$ cat src/rtl/fetch_phase_tracker.sv
module fetch_phase_tracker #(
  parameter int BG_TILES    = 32,
  parameter int SPR_SLOTS   = 8,
  parameter int PRE_TILES   = 2,
  parameter int DUMMY_TILES = 1,
  parameter int SYNC_STAGES = 2,
  localparam int TOTAL = BG_TILES + SPR_SLOTS + PRE_TILES + DUMMY_TILES,
  localparam int CW    = $clog2(TOTAL + 1),
  localparam int BW    = $clog2(BG_TILES),
  localparam int SW    = $clog2(SPR_SLOTS)
) (
  input  logic          clk,
  input  logic          rst_n,
  input  logic          a13_raw,
  input  logic          rd_n_raw,
  input  logic          line_start,
  input  logic          bus_idle,
  output logic [CW-1:0] edge_count,
  output logic [1:0]    phase,
  output logic [BW-1:0] bg_tile,
  output logic [SW-1:0] spr_slot
);
  localparam logic [CW-1:0] SPR_FIRST = CW'(BG_TILES + 1);
  localparam logic [CW-1:0] SPR_LAST  = CW'(BG_TILES + SPR_SLOTS);
  localparam logic [CW-1:0] PRE_LAST  = CW'(BG_TILES + SPR_SLOTS + PRE_TILES);
  localparam logic [CW-1:0] BG_LAST   = CW'(BG_TILES);
  localparam logic [CW-1:0] CNT_MAX   = CW'(TOTAL);

  logic [SYNC_STAGES-1:0] a13_sync, rd_sync;
  logic rd_prev, a13_lvl;
  logic [CW-1:0] cnt;

  wire a13_s   = a13_sync[SYNC_STAGES-1];
  wire rd_s    = rd_sync[SYNC_STAGES-1];
  wire rd_fall = rd_prev & ~rd_s;
  wire rise    = rd_fall & a13_s & ~a13_lvl;
  wire restart = line_start | bus_idle;

  always_ff @(posedge clk) begin
    if (!rst_n) begin
      a13_sync <= '0;
      rd_sync  <= '1;
      rd_prev  <= 1'b1;
      a13_lvl  <= 1'b0;
      cnt      <= '0;
    end else begin
      a13_sync <= {a13_sync[SYNC_STAGES-2:0], a13_raw};
      rd_sync  <= {rd_sync[SYNC_STAGES-2:0], rd_n_raw};
      rd_prev  <= rd_s;
      if (restart) begin
        a13_lvl <= 1'b0;
        cnt     <= '0;
      end else begin
        if (rd_fall) a13_lvl <= a13_s;
        if (rise && cnt != CNT_MAX) cnt <= cnt + CW'(1);
      end
    end
  end

  assign edge_count = cnt;

  always_comb begin
    phase    = 2'd0;
    bg_tile  = '0;
    spr_slot = '0;
    if (cnt <= BG_LAST) begin
      if (cnt != '0) bg_tile = BW'(cnt - CW'(1));
    end else if (cnt <= SPR_LAST) begin
      phase    = 2'd1;
      spr_slot = SW'(cnt - SPR_FIRST);
    end else if (cnt <= PRE_LAST) begin
      phase = 2'd2;
    end else begin
      phase = 2'd3;
    end
  end
endmodule


$ cat config.mk
export PLATFORM = sky130hd
export DESIGN_NAME = fetch_phase_tracker
export DESIGN_NICKNAME = d
export VERILOG_FILES = /design/src/rtl/fetch_phase_tracker.sv
export SDC_FILE = /design/constraint.sdc
export NUM_CORES = 1
export LEC_CHECK = 0
export CORE_AREA = 2 2 43 45
export CTS_BUF_LIST = sky130_fd_sc_hd__clkbuf_4 sky130_fd_sc_hd__clkbuf_8 sky130_fd_sc_hd__clkbuf_16
export CTS_CLUSTER_SIZE = 20
export DETAILED_ROUTE_END_ITERATION = 16
export DIE_AREA = 0 0 45 47
export PLACE_DENSITY = 0.73
export SLEW_MARGIN = 20
export SYNTH_ARGS = -nofsm -noshare
export SYNTH_HDL_FRONTEND = slang
export SYNTH_SLANG_ARGS = --single-unit
$ cat constraint.sdc
create_clock -name clk -period 2.3 [get_ports clk]
set_input_delay 0.46 -clock clk [delete_from_list [all_inputs] [get_ports clk]]
set_output_delay 0.46 -clock clk [all_outputs]
set_load 0.1 [all_outputs]
### Yosys cells after proc, flatten, opt, wreduce, memory -nomap -nowiden

Cells that the tools add are included.

| storage, ports and cells | value |
|---|---|
| word-level logic and storage cells | 29 |
| input bits | 6 |
| bits in writable memories | 0 |
| latch bits | 0 |
| bits in registers | 12 |
| memories kept | 0 |
| ROM bits | 0 |
| output and inout bits | 16 |

| cells by class | value |
|---|---|
| reduce and logical (&&, ||, !) cells | 3 |
| order comparisons | 3 |
| shifts and indexed selects | 0 |
| divide/modulo/power cells | 0 |
| eq/ne operators | 1 |
| multiplexer cells | 7 |
| add/sub/neg operators | 3 |
| multipliers | 0 |
| bitwise operators | 7 |

Operators with widths:

| operator | number |
|---|---|
| $le A6 B6 Y1 const B | 3 |
| $mux W5 | 2 |
| $add A6 B1 Y6 const B | 1 |
| $mux W3 | 2 |
| $ne A6 B6 Y1 const B | 1 |
| $reduce_bool A6 Y1 | 1 |
| $sub A5 B1 Y5 const B | 1 |
| $mux W2 | 2 |
| $and A1 B1 Y1 | 3 |
| $not A1 Y1 | 3 |
| $sub A3 B1 Y3 const B | 1 |
| $reduce_or A2 Y1 | 1 |
| $logic_and A1 B1 Y1 | 1 |
| $mux W1 | 1 |
| $or A1 B1 Y1 | 1 |

### Longest topological paths before layout

Gate-level depths: netlist of run 1.

| logic depth | value |
|---|---|
| depth after elaboration | 5 |
| mapped depth | 6 |

### Least setup slack after synthesis of run 1

OpenSTA, ideal clock, no wires.

| timing | value |
|---|---|
| kind | register to output |
| from | register cnt[0], in the netlist edge_count[0] |
| to | output phase[1] |
| arrival time | 3.632 ns |
| path buffers | 1 |
| path slack | -1.792 ns |
| required time | 1.840 ns |
| stages on the path, launching flop included | 4 |
| path through | dfxtp_1 -> buf_2 -> o31ai_1 -> a21boi_0 |

| between the ends | value |
|---|---|
| longest elaborated chain between the ends | 3 |
| elaborated cells between the ends (all ways) | 4 |
| those cells by class | 2 x order compare; 2 x mux |

Ends and longest elaborated chain:

| item | RTL line | text |
|---|---|---|
| from (decl) | 31 | `logic [CW-1:0] cnt;` |
| from (signal assigned) | 55 | `if (rise && cnt != CNT_MAX) cnt <= cnt + CW'(1);` |
| $le A6 B6 Y1 | 68 | `end else if (cnt <= SPR_LAST) begin` |
| $mux W2 | 68 |  |
| $mux W2 (*) | 66 | `if (cnt <= BG_LAST) begin` |
| to (decl) | 19 | `output logic [1:0] phase,` |

Mark *: on every way between the ends. The rest lies on a longest branch, timed or not.

### Worst setup path after layout of run 1

| timing | value |
|---|---|
| from | register cnt[0], in the netlist edge_count[0] |
| to | output bg_tile[0] |

| between the ends | value |
|---|---|
| longest elaborated chain between the ends | 3 |
| elaborated cells between the ends (all ways) | 5 |
| those cells by class | 1 x add/sub; 1 x order compare; 2 x mux; 1 x reduce/logical |

Ends and longest elaborated chain:

| item | RTL line | text |
|---|---|---|
| $sub A5 B1 Y5 / $reduce_bool A6 Y1 (equally long branches) | 67 | `if (cnt != '0) bg_tile = BW'(cnt - CW'(1));` |
| $mux W5 | 67 |  |
| $mux W5 (*) | 66 |  |
| to (decl) | 20 | `output logic [BW-1:0] bg_tile,` |

Marked as above.

==> out/metrics.csv, run 1 <==
metric,value,unit
drive_gt1_share,46.8,%
post-place-ws,86.6,ps
antenna_found_initial,0,
worst_slack,-84.7,ps
clkLatencyLatePin,270,ps
grt_start_max_net_pins,11,
powerDensity,305,mW/mm²
cpPeakStageDelay,500,ps
synth_nets,87,
cp_num_buf_inv,2,
first_pass_iters,4,
portBuffers,21,
dr.first_iter.drc_count,20,
setup_viol,5,
syn_inst,78,
cts_tree,yes,
min_path_cells,1,
crit_required,1840,ps
drt-total-wl,1700,µm
cts_made_buffers,3,
die_h,47,µm
grt-ovfl-total,0,
wl_per_cell,13.5,µm
layout_common_cells,"buf_4 (15), buf_12 (10), nand2_1 (8), nor2_4 (7), dfxtp_1 (6)",
path_class,flop to primary output,
syn2layout_area_growth,75.5,%
avgSynthCellArea,8.77,µm²
worstReg2RegEnd,edge_count[4],
dp.final_hpwl,1280,µm
endpoint_kind,primary output,
die_width,45,µm
irDropWorstVdd,0.000425,V
cp-startpoint,edge_count[0],
reg2reg_from,edge_count[0],
floorplan.die_area,0.00212,mm²
clk_root_buffer_cell,clkbuf_4,
vias,692,
min_period,2380,ps
total_power,0.366,mW
vias_per_cell,5.49,
yosys-top-cells-area,"dfxtp_1 (35%), ha_1 (5.5%), nor2_1 (4.9%), mux2i_1 (4.4%), nand2_1 (4.4%)",
synth_top_family_by_area,simple AND/OR/NAND/NOR gates,
yosys_warnings,0,
final_common_cell,buf_4,
grt_pass1_wl,2750,µm
rsz0062_at_grt,true,
muxShareOfSynthArea,4.39,%
violations,setup timing,
drv_cap,0,
crit_family,simple AND/OR/NAND/NOR gates,
hp-class,flop to flop,
crit_fanout,5,
synthAdderAreaFrac,5.48,%
status,"finished, violations left",
yosysTopAreaCell,dfxtp_1,
synth-seq-area-share,35.1,%
grt_pass1_vias,649,
synth-compound-area-share,13.2,%
cp_cell_sequence,clkinv_4 -> ha_4 -> or4b_4 -> xnor2_4 -> nor2_4 -> buf_12,
synth_top_area_share,35.1,%
clock_skew,3.80,ps
worst_pin_slew,514,ps
fin_crit_sh,104,%
leakagePower,0.443,nW
synth_cell_types,28,
start_kind,flop,
min-delay-start,rd_sync[0],
worstPathArrival,1920,ps
antenna_cells,0,
relSlewSlack,65.7,%
rr_worst_depth,5,
drc,0,
synthXorXnorAreaFrac,7.86,%
hold_violations,0,
num_rows,15,
ys_ff_latch,12,
rrSetupSlack,750,ps
fmax,419,MHz
gp_congestion,0.702,
ant_nets,0,
worst_path_max_delay_cell,or4b_4,
ios,22,
hold_end,rd_sync[1],
synth_area,684,µm²
initial_core_util,41.4,%
cts_sinks,12,
grt_usage,18.5,%
core,0.00165,mm²
clk_pin_slew_worst_paths,70,ps
htree_levels,1,
ctsHoldBuffers,0,
finalNetCount,119,
clockBufferDepth,2,
maxSlewViolCount,0,
synth_simple_gate_area_share,27.6,%
-- how the worst max path moves through the flow --
stage / end / cells past startpoint / slack (ps)
6_report: bg_tile[0] / 6 / -80
5_1_grt: bg_tile[3] / 6 / -150
3_3_place_gp: bg_tile[3] / 6 / 120
3_5_place_dp: bg_tile[0] / 6 / 90
2_1_floorplan: bg_tile[3] / 6 / -230
4_1_cts: bg_tile[0] / 6 / -100
-- power breakdown --
part           internal (mW)  switching (mW)
Clock                 0.0629          0.0705
Combinational         0.0135         0.00929
Sequential             0.209         0.00130
Total                  0.285          0.0811
-- cell type report --
cell class / instances / area [µm²]
inverters: 4 / 22.5
fillers: 121 / 450
multi-input cells: 58 / 504
repair buffers: 31 / 374
clock buffers: 3 / 22.5
flip-flops and latches: 12 / 253
well taps: 17 / 21.3
clock inverters: 1 / 3.75
-- flip-flops by register name, indices dropped and copies added, names as in the netlist --
signal	count
edge_count	6
a13_sync	2
rd_sync	2
a13_lvl	1
rd_prev	1
-- synth_stat cells, drive strengths merged --
cell      n
dfxtp    12
nor2      9
nand2     8
a21oi     5
buf       4
inv       4
nand2b    4
o31ai     4
ha        3
mux2i     3
nor3b     3
or4       3
xnor2     3
and2      2
a211o     1
a21boi    1
a31oi     1
nand3     1
nand4     1
nand4bb   1
o211ai    1
o21ai     1
or3       1
or4b      1
xor2      1
-- per-layer routing --
metal / share of wire [%] / track usage, % / routed length, µm
met4: 3.7 / 11.2 / 63
met5: 0 / 0 / 0
met3: 5.1 / 6.54 / 86
met2: 49 / 28.6 / 839
met1: 42 / 22.0 / 709
-- cell families after synthesis --
logic type / count (synthesis)
xor+xnor: 4
flops: 12
simple gates: 34
buf+inv: 8
fa+ha+maj: 3
mux: 3
compound gates: 14
-- what timing repair did --
item / in CTS / in global routing
pin swaps: 1 / 3
setup endpoints to repair: 8 / 8
setup buffers: 4 / 3
resized for setup: 2 / 2
gates cloned: 0 / 0
-- stage by stage --
step           setup TNS (ps)  instances  cell area (µm²)  hold slack [ps]  utilization (%)
3_3_place_gp                0        116             1120              391             68.0
5_1_grt                  -742        126             1200              443             72.7
3_5_place_dp                0        116             1120              403             68.0
6_report                 -380        126             1200              415             72.7
2_1_floorplan           -1450         78              816              386                -
4_1_cts                  -476        123             1170              422             71.1
Power figures use the tool's default switching activity.
==> inputs of run 2 (changes only) <==
--- a/config.mk
+++ b/config.mk
@@ -11,7 +11,6 @@
 export DETAILED_ROUTE_END_ITERATION = 16
 export DIE_AREA = 0 0 45 47
 export PLACE_DENSITY = 0.73
-export SLEW_MARGIN = 20
 export SYNTH_ARGS = -nofsm -noshare
 export SYNTH_HDL_FRONTEND = slang
 export SYNTH_SLANG_ARGS = --single-unit
==> results of run 2 <==
No change in the layout: final DEF, timing and power equal those of run 1.
==> inputs of run 3 (changes only) <==
--- a/config.mk
+++ b/config.mk
@@ -11,6 +11,7 @@
 export DETAILED_ROUTE_END_ITERATION = 16
 export DIE_AREA = 0 0 45 47
 export PLACE_DENSITY = 0.73
+export SKIP_LAST_GASP = 1
 export SYNTH_ARGS = -nofsm -noshare
 export SYNTH_HDL_FRONTEND = slang
 export SYNTH_SLANG_ARGS = --single-unit
==> results of run 3 <==
No change in the layout: final DEF, timing and power equal those of run 1.
